$ cat src/rtl/cmdq_pkg.sv
package cmdq_pkg;
  localparam int REG_IDX_W = 8;
  localparam int NUM_REGS = 1 << REG_IDX_W;
  localparam int CMD_SEL_BIT = 19;
  localparam int OFF_W = 16;
  localparam int MODE_EN_BIT = 8;
  localparam int MODE_STORE_BIT = 9;

  localparam logic [REG_IDX_W-1:0] REG_MODE   = 8'h41;
  localparam logic [REG_IDX_W-1:0] REG_QBASE  = 8'h78;
  localparam logic [REG_IDX_W-1:0] REG_QRDPTR = 8'h79;
  localparam logic [REG_IDX_W-1:0] REG_QDEPTH = 8'h7A;

  typedef struct packed {
    logic push;
    logic ld_base;
    logic ld_rdptr;
    logic ld_depth;
    logic ld_mode;
    logic fwd;
  } host_op_t;
endpackage

$ cat src/rtl/cmdq_host_decode.sv
module cmdq_host_decode
  import cmdq_pkg::*;
#(
  parameter logic [NUM_REGS-1:0] WT_MASK = '0
) (
  input  logic                 valid_i,
  input  logic                 cmd_sel_i,
  input  logic [REG_IDX_W-1:0] idx_i,
  input  logic                 en_i,
  input  logic                 store_i,
  output host_op_t             op_o
);
  logic is_cmd, is_ctrl, ordinary;

  always_comb begin
    is_cmd   = valid_i && cmd_sel_i && en_i && store_i;
    ordinary = valid_i && !is_cmd;
    is_ctrl  = (idx_i == REG_MODE) || (idx_i == REG_QBASE) ||
               (idx_i == REG_QRDPTR) || (idx_i == REG_QDEPTH);
    op_o.push     = is_cmd;
    op_o.ld_mode  = ordinary && (idx_i == REG_MODE);
    op_o.ld_base  = ordinary && (idx_i == REG_QBASE);
    op_o.ld_rdptr = ordinary && (idx_i == REG_QRDPTR);
    op_o.ld_depth = ordinary && (idx_i == REG_QDEPTH);
    // queue control registers are always accepted and never forwarded
    op_o.fwd      = ordinary && !is_ctrl && (!en_i || WT_MASK[idx_i]);
  end
endmodule

$ cat src/rtl/cmdq_queue_state.sv
module cmdq_queue_state
  import cmdq_pkg::*;
#(
  parameter int MEM_AW  = 22,
  parameter int DEPTH_W = 16
) (
  input  logic               clk_i,
  input  logic               rst_ni,
  input  host_op_t           op_i,
  input  logic [31:0]        wdata_i,
  input  logic               pop_i,
  output logic [MEM_AW-1:0]  base_o,
  output logic [31:0]        rdptr_o,
  output logic [DEPTH_W-1:0] depth_o,
  output logic               en_o,
  output logic               store_o
);
  localparam logic [DEPTH_W-1:0] DEPTH_MAX = '1;
  localparam int BASE_SHIFT = 12;
  localparam int BASE_W = 10;

  logic [BASE_W+BASE_SHIFT-1:0] base_full;
  logic [DEPTH_W-1:0] depth_d;

  assign base_full = {wdata_i[BASE_W-1:0], {BASE_SHIFT{1'b0}}};

  always_comb begin
    depth_d = depth_o;
    if (op_i.ld_depth) begin
      depth_d = wdata_i[DEPTH_W-1:0];
    end else begin
      unique case ({op_i.push, pop_i})
        2'b10:   if (depth_o != DEPTH_MAX) depth_d = depth_o + 1'b1;
        2'b01:   if (depth_o != '0) depth_d = depth_o - 1'b1;
        default: depth_d = depth_o;
      endcase
    end
  end

  always_ff @(posedge clk_i or negedge rst_ni) begin
    if (!rst_ni) begin
      base_o  <= '0;
      rdptr_o <= '0;
      depth_o <= '0;
      en_o    <= 1'b0;
      store_o <= 1'b0;
    end else begin
      depth_o <= depth_d;
      if (op_i.ld_base) base_o <= MEM_AW'(base_full);
      if (op_i.ld_rdptr) rdptr_o <= wdata_i;
      else if (pop_i) rdptr_o <= rdptr_o + 32'd4;
      if (op_i.ld_mode) begin
        en_o    <= wdata_i[MODE_EN_BIT];
        store_o <= wdata_i[MODE_STORE_BIT];
      end
    end
  end


  no_underflow_chk: assert property (@(posedge clk_i) disable iff (!rst_ni)
    (depth_o == '0 && !op_i.ld_depth && !op_i.push) |=> depth_o == '0);

  depth_sat_chk: assert property (@(posedge clk_i) disable iff (!rst_ni)
    (depth_o == DEPTH_MAX && op_i.push && !pop_i && !op_i.ld_depth) |=> depth_o == DEPTH_MAX);

  depth_hold_chk: assert property (@(posedge clk_i) disable iff (!rst_ni)
    (op_i.push && pop_i && !op_i.ld_depth) |=> $stable(depth_o));

  rdptr_step_chk: assert property (@(posedge clk_i) disable iff (!rst_ni)
    (pop_i && !op_i.ld_rdptr) |=> rdptr_o == $past(rdptr_o) + 32'd4);

  depth_load_chk: assert property (@(posedge clk_i) disable iff (!rst_ni)
    op_i.ld_depth |=> depth_o == $past(wdata_i[DEPTH_W-1:0]));

  rdptr_load_chk: assert property (@(posedge clk_i) disable iff (!rst_ni)
    op_i.ld_rdptr |=> rdptr_o == $past(wdata_i));
endmodule

$ cat src/rtl/cmdq_fetch.sv
module cmdq_fetch #(
  parameter int MEM_AW = 22
) (
  input  logic              clk_i,
  input  logic              rst_ni,
  input  logic              req_i,
  input  logic              depth_nz_i,
  input  logic [MEM_AW-1:0] rdptr_i,
  input  logic [31:0]       rdata_i,
  output logic              pop_o,
  output logic              re_o,
  output logic [MEM_AW-1:0] raddr_o,
  output logic              valid_o,
  output logic [31:0]       data_o
);
  logic valid_q;

  assign pop_o   = req_i && depth_nz_i;
  assign re_o    = pop_o;
  assign raddr_o = rdptr_i;
  assign valid_o = valid_q;
  assign data_o  = rdata_i;

  always_ff @(posedge clk_i or negedge rst_ni) begin
    if (!rst_ni) valid_q <= 1'b0;
    else         valid_q <= pop_o;
  end


  valid_follows_read_chk: assert property (@(posedge clk_i) disable iff (!rst_ni)
    re_o |=> valid_o);
endmodule

$ cat src/rtl/cmdq_mem_ctrl.sv
module cmdq_mem_ctrl
  import cmdq_pkg::*;
#(
  parameter int ADDR_W  = 20,
  parameter int MEM_AW  = 22,
  parameter int DEPTH_W = 16,
  parameter logic [NUM_REGS-1:0] WT_MASK =
    (256'd1 << 8'h20) | (256'd1 << 8'h21) | (256'd1 << 8'h60)
) (
  input  logic              clk_i,
  input  logic              rst_ni,
  input  logic              hw_valid_i,
  input  logic [ADDR_W-1:0] hw_addr_i,
  input  logic [31:0]       hw_data_i,
  output logic              reg_wr_valid_o,
  output logic [ADDR_W-1:0] reg_wr_addr_o,
  output logic [31:0]       reg_wr_data_o,
  output logic              mem_we_o,
  output logic [MEM_AW-1:0] mem_waddr_o,
  output logic [31:0]       mem_wdata_o,
  output logic              mem_re_o,
  output logic [MEM_AW-1:0] mem_raddr_o,
  input  logic [31:0]       mem_rdata_i,
  input  logic              fetch_req_i,
  output logic              fetch_valid_o,
  output logic [31:0]       fetch_data_o,
  output logic [31:0]       status_o
);
  localparam int BUSY_LSB = 7;
  localparam int BUSY_W = 3;

  host_op_t           op;
  logic [MEM_AW-1:0]  base;
  logic [31:0]        rdptr;
  logic [DEPTH_W-1:0] depth;
  logic               en, store, pop, depth_nz, busy;

  cmdq_host_decode #(.WT_MASK(WT_MASK)) u_decode (
    .valid_i  (hw_valid_i),
    .cmd_sel_i(hw_addr_i[CMD_SEL_BIT]),
    .idx_i    (hw_addr_i[REG_IDX_W-1:0]),
    .en_i     (en),
    .store_i  (store),
    .op_o     (op)
  );

  cmdq_queue_state #(.MEM_AW(MEM_AW), .DEPTH_W(DEPTH_W)) u_state (
    .clk_i  (clk_i),
    .rst_ni (rst_ni),
    .op_i   (op),
    .wdata_i(hw_data_i),
    .pop_i  (pop),
    .base_o (base),
    .rdptr_o(rdptr),
    .depth_o(depth),
    .en_o   (en),
    .store_o(store)
  );

  assign depth_nz = (depth != '0);

  cmdq_fetch #(.MEM_AW(MEM_AW)) u_fetch (
    .clk_i     (clk_i),
    .rst_ni    (rst_ni),
    .req_i     (fetch_req_i),
    .depth_nz_i(depth_nz),
    .rdptr_i   (rdptr[MEM_AW-1:0]),
    .rdata_i   (mem_rdata_i),
    .pop_o     (pop),
    .re_o      (mem_re_o),
    .raddr_o   (mem_raddr_o),
    .valid_o   (fetch_valid_o),
    .data_o    (fetch_data_o)
  );

  assign mem_we_o       = op.push;
  assign mem_waddr_o    = base + MEM_AW'({hw_addr_i[OFF_W-1:0], 2'b00});
  assign mem_wdata_o    = hw_data_i;
  assign reg_wr_valid_o = op.fwd;
  assign reg_wr_addr_o  = hw_addr_i;
  assign reg_wr_data_o  = hw_data_i;

  assign busy     = en && depth_nz;
  assign status_o = 32'({{BUSY_W{busy}}, {BUSY_LSB{1'b0}}});


  valid_needs_data_chk: assert property (@(posedge clk_i) disable iff (!rst_ni)
    fetch_valid_o |-> $past(depth_nz));

  push_not_fwd_chk: assert property (@(posedge clk_i) disable iff (!rst_ni)
    mem_we_o |-> !reg_wr_valid_o);

  idle_status_chk: assert property (@(posedge clk_i) disable iff (!rst_ni)
    !en |-> status_o == 32'd0);
endmodule

$ cat config.mk
export PLATFORM = sky130hd
export DESIGN_NAME = cmdq_mem_ctrl
export DESIGN_NICKNAME = d
export VERILOG_FILES = /design/src/rtl/cmdq_pkg.sv /design/src/rtl/cmdq_host_decode.sv /design/src/rtl/cmdq_queue_state.sv /design/src/rtl/cmdq_fetch.sv /design/src/rtl/cmdq_mem_ctrl.sv
export SDC_FILE = /design/constraint.sdc
export NUM_CORES = 1
export LEC_CHECK = 0
export BUFFER_PORTS_ARGS = -buffer_cell sky130_fd_sc_hd__buf_2
export CORE_UTILIZATION = 30
export CTS_CLUSTER_SIZE = 28
export DETAILED_ROUTE_END_ITERATION = 16
export GPL_ROUTABILITY_DRIVEN = 0
export PLACE_DENSITY = 0.59
export SYNTH_ARGS = -nofsm -noshare
export SYNTH_HDL_FRONTEND = slang
export SYNTH_SLANG_ARGS = --single-unit
$ cat constraint.sdc
create_clock -name clk_i -period 4.3 [get_ports clk_i]
set_input_delay 0.215 -clock clk_i [delete_from_list [all_inputs] [get_ports clk_i]]
set_output_delay 0.215 -clock clk_i [all_outputs]
set_load 0.1 [all_outputs]
==> results.py, run 1 <==
metrics = {
    "outcome": {
        "status": "complete, no violations",
    },
    "cts": {
        "tritoncts": "done",
        "clk_pin_slew_ps": 70,
        "cts.sinks": 51,
        "cts_buffer_depth": 2,
        "post_cts_buffers": 0,
        "cts-root-buf": "clkbuf_16",
        "cts_buffers": 5,
        "ctsHoldBuffers": 0,
        "clk_latency_ps": 290,
        "h-tree-depth": 2,
        "postCtsResizedCells": 0,
    },
    "floorplanning": {
        "row_count": 45,
        "die-width_um": 128.2,
        "initial_core_util_pct": 31.08,
        "die_h_um": 128.2,
        "die_area_um2": 16430,
        "io_pins": 284,
        "core_area_um2": 15370,
    },
    "yosys": {
        "synthArstFlopShare_pct": 100.0,
        "yosysWarnings": 0,
        "synth.distinct_cells": 62,
        "synthesis.instances": 557,
        "syn_avg_cell_area_um2": 8.576,
        "yosys.area.top_type_share_pct": 26.72,
        "yosysTopAreaCell": "dfrtp_1",
        "synth_flop_cell": "dfrtp_1",
        "yosysSeqAreaShare_pct": 26.72,
        "yosys-top-cells-area": "dfrtp_1 27%, buf_4 25%, ha_1 5.5%",
        "syn-cell-area_um2": 4777,
        "ys_ff_latch": 51,
        "synth_edf_count": 0,
    },
    "job": {
        "drv_cap": 0,
    },
    "timing": {
        "layout_worst_path_cycle_share_pct": 89.06,
        "grt_setup_unrepaired": "false",
        "worst_slew_pin_slew_ps": 1020,
        "setup_tns_ps": 0,
        "clock.fmax_mhz": 261.1,
        "final_hold_viol_count": 0,
        "fin_crit_ps": 3829,
        "relSlewSlack_pct": 32.00,
        "slew_viol_final": 0,
        "finalSetupViolCount": 0,
        "clock_skew_ps": 6.595,
    },
    "grt": {
        "grt_pass1_vias": 3259,
        "grt_pass1_wl_um": 17310,
        "track_usage_pct": 13.49,
        "grt_antenna_before_repair": 0,
        "overflow": 0,
        "grt_max_degree": 52,
    },
    "power_and_ir_drop": {
        "ir_worst_vdd_mv": 0.4241,
        "power_density_nw_per_um2": 605.4,
        "clkPwrFrac_pct": 13.9,
        "pwr-share-comb_pct": 60.6,
        "internal_power_uw": 1298,
        "p_switching_uw": 1613,
        "seqPwrFrac_pct": 25.5,
        "power_leakage_uw": 0.002368,
        "p_sw_share_pct": 55.41,
    },
    "route": {
        "wl_per_cell_um": 14.13,
        "wl_um": 11060,
        "dr.pass1.iters": 4,
        "drc": 0,
        "via_per_inst": 4.542,
        "drt_first_iter_violations": 128,
        "via_count": 3556,
        "antenna_left": 0,
    },
    "hold_path": {
        "hold_path.class": "in2async",
    },
    "final_layout": {
        "regArea_um2": 1276,
        "final_cell_mix": "146 x buf_2, 59 x nand2_1, 51 x dfrtp_1, 31 x o21ai_0, 31 x conb_1",
        "post-route-util_pct": 31.29,
        "multi_input_area_um2": 2311,
        "n_antenna_cell": 0,
        "drive_gt1_share_pct": 32.69,
        "fill_cells": 1653,
        "final_common_cell": "buf_2",
        "layout.nets": 683,
        "stdcell_count": 783,
        "area_growth_pct": 0.6809,
    },
    "worst_setup_path": {
        "critPathLaunchType": "flip-flop",
        "path_max_fanout": 17,
        "critical_path_class": "reg2reg",
        "cp-end-kind": "flip-flop",
        "crit_arrival_ps": 3970,
        "critPathRequiredTime_ps": 4440,
    },
    "placed_design": {
        "place.port_buffers": 146,
        "dp_hpwl_um": 8414,
        "dp.cells": 776,
    },
}
## worst max-delay path: stages (launching register included)
cell,delay [ps]
dfrtp_1,430
or4_1,620
o41ai_4,360
nor2_2,250
fa_1,480
a211oi_1,320
o21bai_1,160
o22ai_1,200
o21ai_0,240
and4_1,270
o32ai_1,270
o21ai_1,80
## path summary, 6_finish.rpt
| check | start | to | slack [ps] | cells past startpoint |
|---|---|---|---|---|
| min | rst_ni | u_state.base_o[15]$_DFFE_PN0P_ | 50 | 2 |
| min reg2reg | u_state.rdptr_o[0]$_DFFE_PN0P_ | u_state.rdptr_o[0]$_DFFE_PN0P_ | 510 | 1 |
| max | u_state.depth_o[1]$_DFFE_PN0P_ | u_state.depth_o[12]$_DFFE_PN0P_ | 470 | 11 |
| max reg2reg | u_state.depth_o[1]$_DFFE_PN0P_ | u_state.depth_o[12]$_DFFE_PN0P_ | 470 | 11 |
| max in group asynchronous | rst_ni | u_state.en_o$_DFFE_PN0P_ | 3810 | 2 |
| min in group clk_i | hw_data_i[21] | u_state.rdptr_o[21]$_DFFE_PN0N_ | 150 | 3 |
## synth_stat cells (all sizes together) (2+ instances only)
master and instances:
o21ai 41, inv 11, mux2 13, a211oi 5, clkbuf 9, nor2b 2
mux2i 7, o21bai 4, or4 7, and4 2, xor2 17, a211o 2
dfrtp 51, ha 21, and2 2, o211ai 4, or2 2, xnor2 18
o31ai 2, fa 2, nor2 26, nand3 7, a21oi 19, nor3 7
nor3b 2, nand2 59, buf 164, nand4 10, a21o 7, and3 6
o22ai 2, a31oi 3, o21a 3
## power by group through the flow
stage          registers, uW  logic, uW  clock network [uW]
2_1_floorplan            986       1540                   0
3_3_place_gp             745       1760                   0
3_5_place_dp             752       1760                   0
5_1_grt                  762       1890                 436
4_1_cts                  743       1770                 417
6_report                 744       1760                 404
## per-stage QoR
stage / area (um^2) / total power, uW / worst slack [ps] / hold WS, ps
global placement: 4666 / 2507 / 573.3 / 388.8
floorplan: 4892 / 2525 / 510.8 / -80.59
CTS: 4810 / 2927 / 476.9 / 76.11
finish: 4810 / 2912 / 470.5 / 45.99
global route: 4810 / 3091 / 221.0 / 115.0
detailed placement: 4666 / 2513 / 501.1 / 391.6
## metal layers
metal	up-vias	part of all wire [%]	global-route usage, %
met5	-	0	0
met4	0	2.2	5.190
met3	34	5.7	2.087
met2	124	47	22.48
met1	1641	45	17.45
li1	1757	-	-
## final cells by class
cell class | instances | area share [%]
well taps | 211 | 5.489
clock buffers | 6 | 2.888
clock inverters | 1 | 0.1041
flip-flops and latches | 51 | 26.53
repair buffers | 151 | 15.97
inverters | 12 | 0.9625
multi-input cells | 351 | 48.05
## kinds of logic after synthesis
logic type      Yosys count  share of synthesized area [%]
other cells               1                        0.07850
compound gates          104                          14.25
fa+ha+maj                23                          6.338
flops                    51                          26.72
xor+xnor                 35                          6.417
buf+inv                 185                          27.42
mux                      20                          4.531
simple gates            138                          14.25
## registers in the layout, summed over array words and instances (netlist names)
signal and flops:
u_state.base_o 10, u_fetch.valid_o 1, u_state.store_o 1, u_state.en_o 1, u_state.depth_o 16, u_state.rdptr_o 22
No activity file was read; power rests on OpenSTA's default activity.
==> run 2, diff against run 1 <==
Settings changed: ABC_AREA set to 1, PLACE_DENSITY 0.59 to 0.57.
==> run 2 against run 1 <==
Sequential power shrank 0.7%. Clock power grew 17%. Die area grew 12%. Non-clock buffer count shrank 4. Register-to-register slack gained 850 ps. Clock-buffer cell count shrank 1. Hold slack lost 6.7 ps. Critical path type unchanged. Largest power group unchanged.
==> results.py, run 2 <==
metrics = {
    "outcome": {
        "status": "complete, no violations",
    },
    "yosys": {
        "yosys.area_share.simple_pct": 30.38,
        "synth_fa_ha_area_share_pct": 5.673,
        "synth.distinct_cells": 36,
        "synth_flop_cell": "dfrtp_1",
        "syn-cell-area_um2": 5338,
        "synth_edf_count": 0,
        "synthMuxAreaShare_pct": 0.6329,
        "yosysSeqAreaShare_pct": 23.91,
        "synth.most_common_cell": "nand2_1",
        "yosys.area.top_type_share_pct": 23.91,
        "ys_ff_latch": 51,
        "synth_compound_area_share_pct": 6.095,
        "synthesis.instances": 785,
        "syn_avg_cell_area_um2": 6.800,
        "synth_top_family_by_area": "simple AND/OR/NAND/NOR gates",
        "synth_commonest_cells": "231 x nand2_1, 162 x buf_4, 82 x inv_1",
        "yosysWarnings": 0,
        "synthXorXnorAreaFrac_pct": 3.446,
        "yosysTopAreaCell": "dfrtp_1",
        "yosys-top-cells-area": "dfrtp_1 24%, buf_4 23%, nand2_1 16%",
        "synthArstFlopShare_pct": 100.0,
    },
    "floorplanning": {
        "die-width_um": 135.4,
        "core_area_um2": 17360,
        "row_count": 48,
        "io_pins": 284,
        "die_area_um2": 18330,
        "initial_core_util_pct": 30.75,
        "die_h_um": 135.4,
    },
    "worst_setup_path": {
        "cp-endpoint": "u_state.depth_o[6]$_DFFE_PN0P_",
        "r2r_cells": 16,
        "critPathRequiredTime_ps": 4490,
        "crit_arrival_ps": 3170,
        "cp-end-kind": "flip-flop",
        "critical_path_class": "reg2reg",
        "path_max_fanout": 15,
        "r2r-start": "u_state.depth_o[7]$_DFFE_PN0P_",
        "reg2reg_slack_ps": 1320,
        "critPathLaunchType": "flip-flop",
        "timing.rr.end": "u_state.depth_o[6]$_DFFE_PN0P_",
        "crit_start": "u_state.depth_o[7]$_DFFE_PN0P_",
    },
    "final_layout": {
        "final_cell_mix": "231 x nand2_1, 146 x buf_2, 82 x inv_1, 51 x dfrtp_1, 48 x nor2_1",
        "final_common_cell": "nand2_1",
        "largest_reg_flops": 22,
        "reg_top3": "u_state.rdptr_o x22, u_state.depth_o x16, u_state.base_o x10",
        "n_antenna_cell": 0,
        "layout.nets": 911,
        "postLayoutCellArea_um2": 5376,
        "largest-register": "u_state.rdptr_o",
        "area_growth_pct": 0.7267,
        "drive_gt1_share_pct": 22.97,
    },
    "timing": {
        "fin_crit_ps": 2981,
        "final_hold_viol_count": 0,
        "grt_setup_unrepaired": "false",
        "finalSetupViolCount": 0,
        "layout_worst_path_cycle_share_pct": 69.33,
        "clock.fmax_mhz": 335.4,
        "worst_slew_pin_slew_ps": 711.9,
        "clock_skew_ps": 5.000,
        "slew_viol_final": 0,
        "relSlewSlack_pct": 52.54,
        "setup_tns_ps": 0,
    },
    "power_and_ir_drop": {
        "p_sw_share_pct": 56.65,
        "power_density_nw_per_um2": 567.0,
        "seqPwrFrac_pct": 24.3,
        "pwr-share-comb_pct": 60.3,
        "internal_power_uw": 1321,
        "power_leakage_uw": 0.003044,
        "ir_worst_vdd_mv": 0.2444,
        "clkPwrFrac_pct": 15.4,
        "p_switching_uw": 1727,
    },
    "cts": {
        "ctsHoldBuffers": 0,
        "post_cts_buffers": 0,
        "cts.sinks": 51,
        "tritoncts": "done",
        "clk_pin_slew_ps": 70,
        "h-tree-depth": 2,
        "clk_latency_ps": 300,
        "cts_buffers": 5,
        "postCtsResizedCells": 0,
        "cts-root-buf": "clkbuf_16",
        "cts_buffer_depth": 2,
    },
    "placed_design": {
        "dp_hpwl_um": 10540,
        "place.port_buffers": 146,
        "place_area_um2": 5207,
    },
    "route": {
        "dr.pass1.iters": 4,
        "wl_per_cell_um": 13.30,
        "via_count": 4618,
        "via_per_inst": 4.501,
        "drt_first_iter_violations": 249,
        "antenna_left": 0,
        "wl_um": 13650,
        "drc": 0,
    },
    "grt": {
        "grt_pass1_vias": 4070,
        "track_usage_pct": 14.80,
        "grt_max_degree": 52,
        "overflow": 0,
        "grt_antenna_before_repair": 0,
        "grt_pass1_wl_um": 21180,
    },
    "job": {
        "drv_cap": 0,
    },
    "hold_path": {
        "hold_path.class": "in2async",
    },
}
run 2: changes by cell type after synthesis, moves of 6 or more:
cell / delta
a21o_1: -7
a21oi_1: -6
and3_1: -6
clkbuf_1: -8
inv_1: +72
mux2_2: -10
mux2i_1: -7
nand2_1: +172
nand3_1: +38
nor2_1: +23
nor3_1: +6
o21ai_1: -10
o221ai_1: +8
xnor2_1: -13
run 2: stage by stage:
step / hold WS [ps] / utilization (%) / power, uW / setup WS [ps] / instances
3_3_place_gp: 397.2 / 30.00 / 2579 / 1423 / 1018
2_1_floorplan: -80.59 / - / 2575 / 1049 / 815
4_1_cts: 76.96 / 30.98 / 3065 / 1309 / 1026
3_5_place_dp: 398.9 / 30.00 / 2580 / 1321 / 1018
5_1_grt: 104.2 / 30.98 / 3286 / 1056 / 1026
6_report: 39.29 / 30.98 / 3048 / 1319 / 1026
run 2: final cells by class:
class	instances	area, um^2
timing repair buffer	147	738.2
fill	1923	11980
tap	225	281.5
clock inverter	3	43.79
sequential	51	1276
clock buffer	5	125.1
inverter	86	327.8
multi-input combinational	509	2584
run 2: power groups by stage:
stage / Sequential [uW] / Combinational [uW] / Clock [uW]
after floorplan: 983 / 1590 / 0
after global placement: 743 / 1840 / 0
after detailed placement: 746 / 1830 / 0
after CTS: 738 / 1840 / 484
after global routing: 762 / 2030 / 499
final: 739 / 1840 / 471
run 2: kinds of logic (layout without fill, tap and decap cells):
group	count (synthesis)	count (layout)
other	1	31
adders and majority gates	23	23
buffers and inverters	255	241
AOI/OAI and AO/OA	57	57
DFF	51	51
xor gates and xnor gates	21	21
muxes	3	3
and+or+nand+nor	374	374
run 2: worst min path at each step:
stage | startpoint | to | slack, ps | cells past startpoint
2_1_floorplan | rst_ni | u_fetch.valid_o$_DFF_PN0_ | -80 | 0
3_3_place_gp | rst_ni | u_state.rdptr_o[6]$_DFFE_PN0N_ | 400 | 2
3_5_place_dp | rst_ni | u_state.rdptr_o[6]$_DFFE_PN0N_ | 400 | 2
4_1_cts | rst_ni | u_state.rdptr_o[6]$_DFFE_PN0N_ | 80 | 2
5_1_grt | rst_ni | u_state.base_o[21]$_DFFE_PN0P_ | 100 | 2
6_report | rst_ni | u_state.rdptr_o[6]$_DFFE_PN0N_ | 40 | 2
run 2: routing by layer:
layer  global-route usage [%]  up-vias  share of wire (%)
li1                         -     2313                  -
met1                    20.54     2102                 47
met2                    24.07      178                 45
met3                    2.095       25                6.4
met4                    3.433        0                1.2
met5                        0        -                  0
run 2: worst max-delay path, cell delays in order, from the launching register on:
cell	delay [ps]
dfrtp_1	410
nor2_1	120
nand2_1	90
nor2_1	190
nand2_1	130
nand3_1	140
inv_1	300
fa_1	520
nand3_1	100
nand2_1	130
nand2_1	90
nand2_1	100
or2_2	280
nand3_1	60
o21ai_0	90
nand2_1	70
nand2_1	40
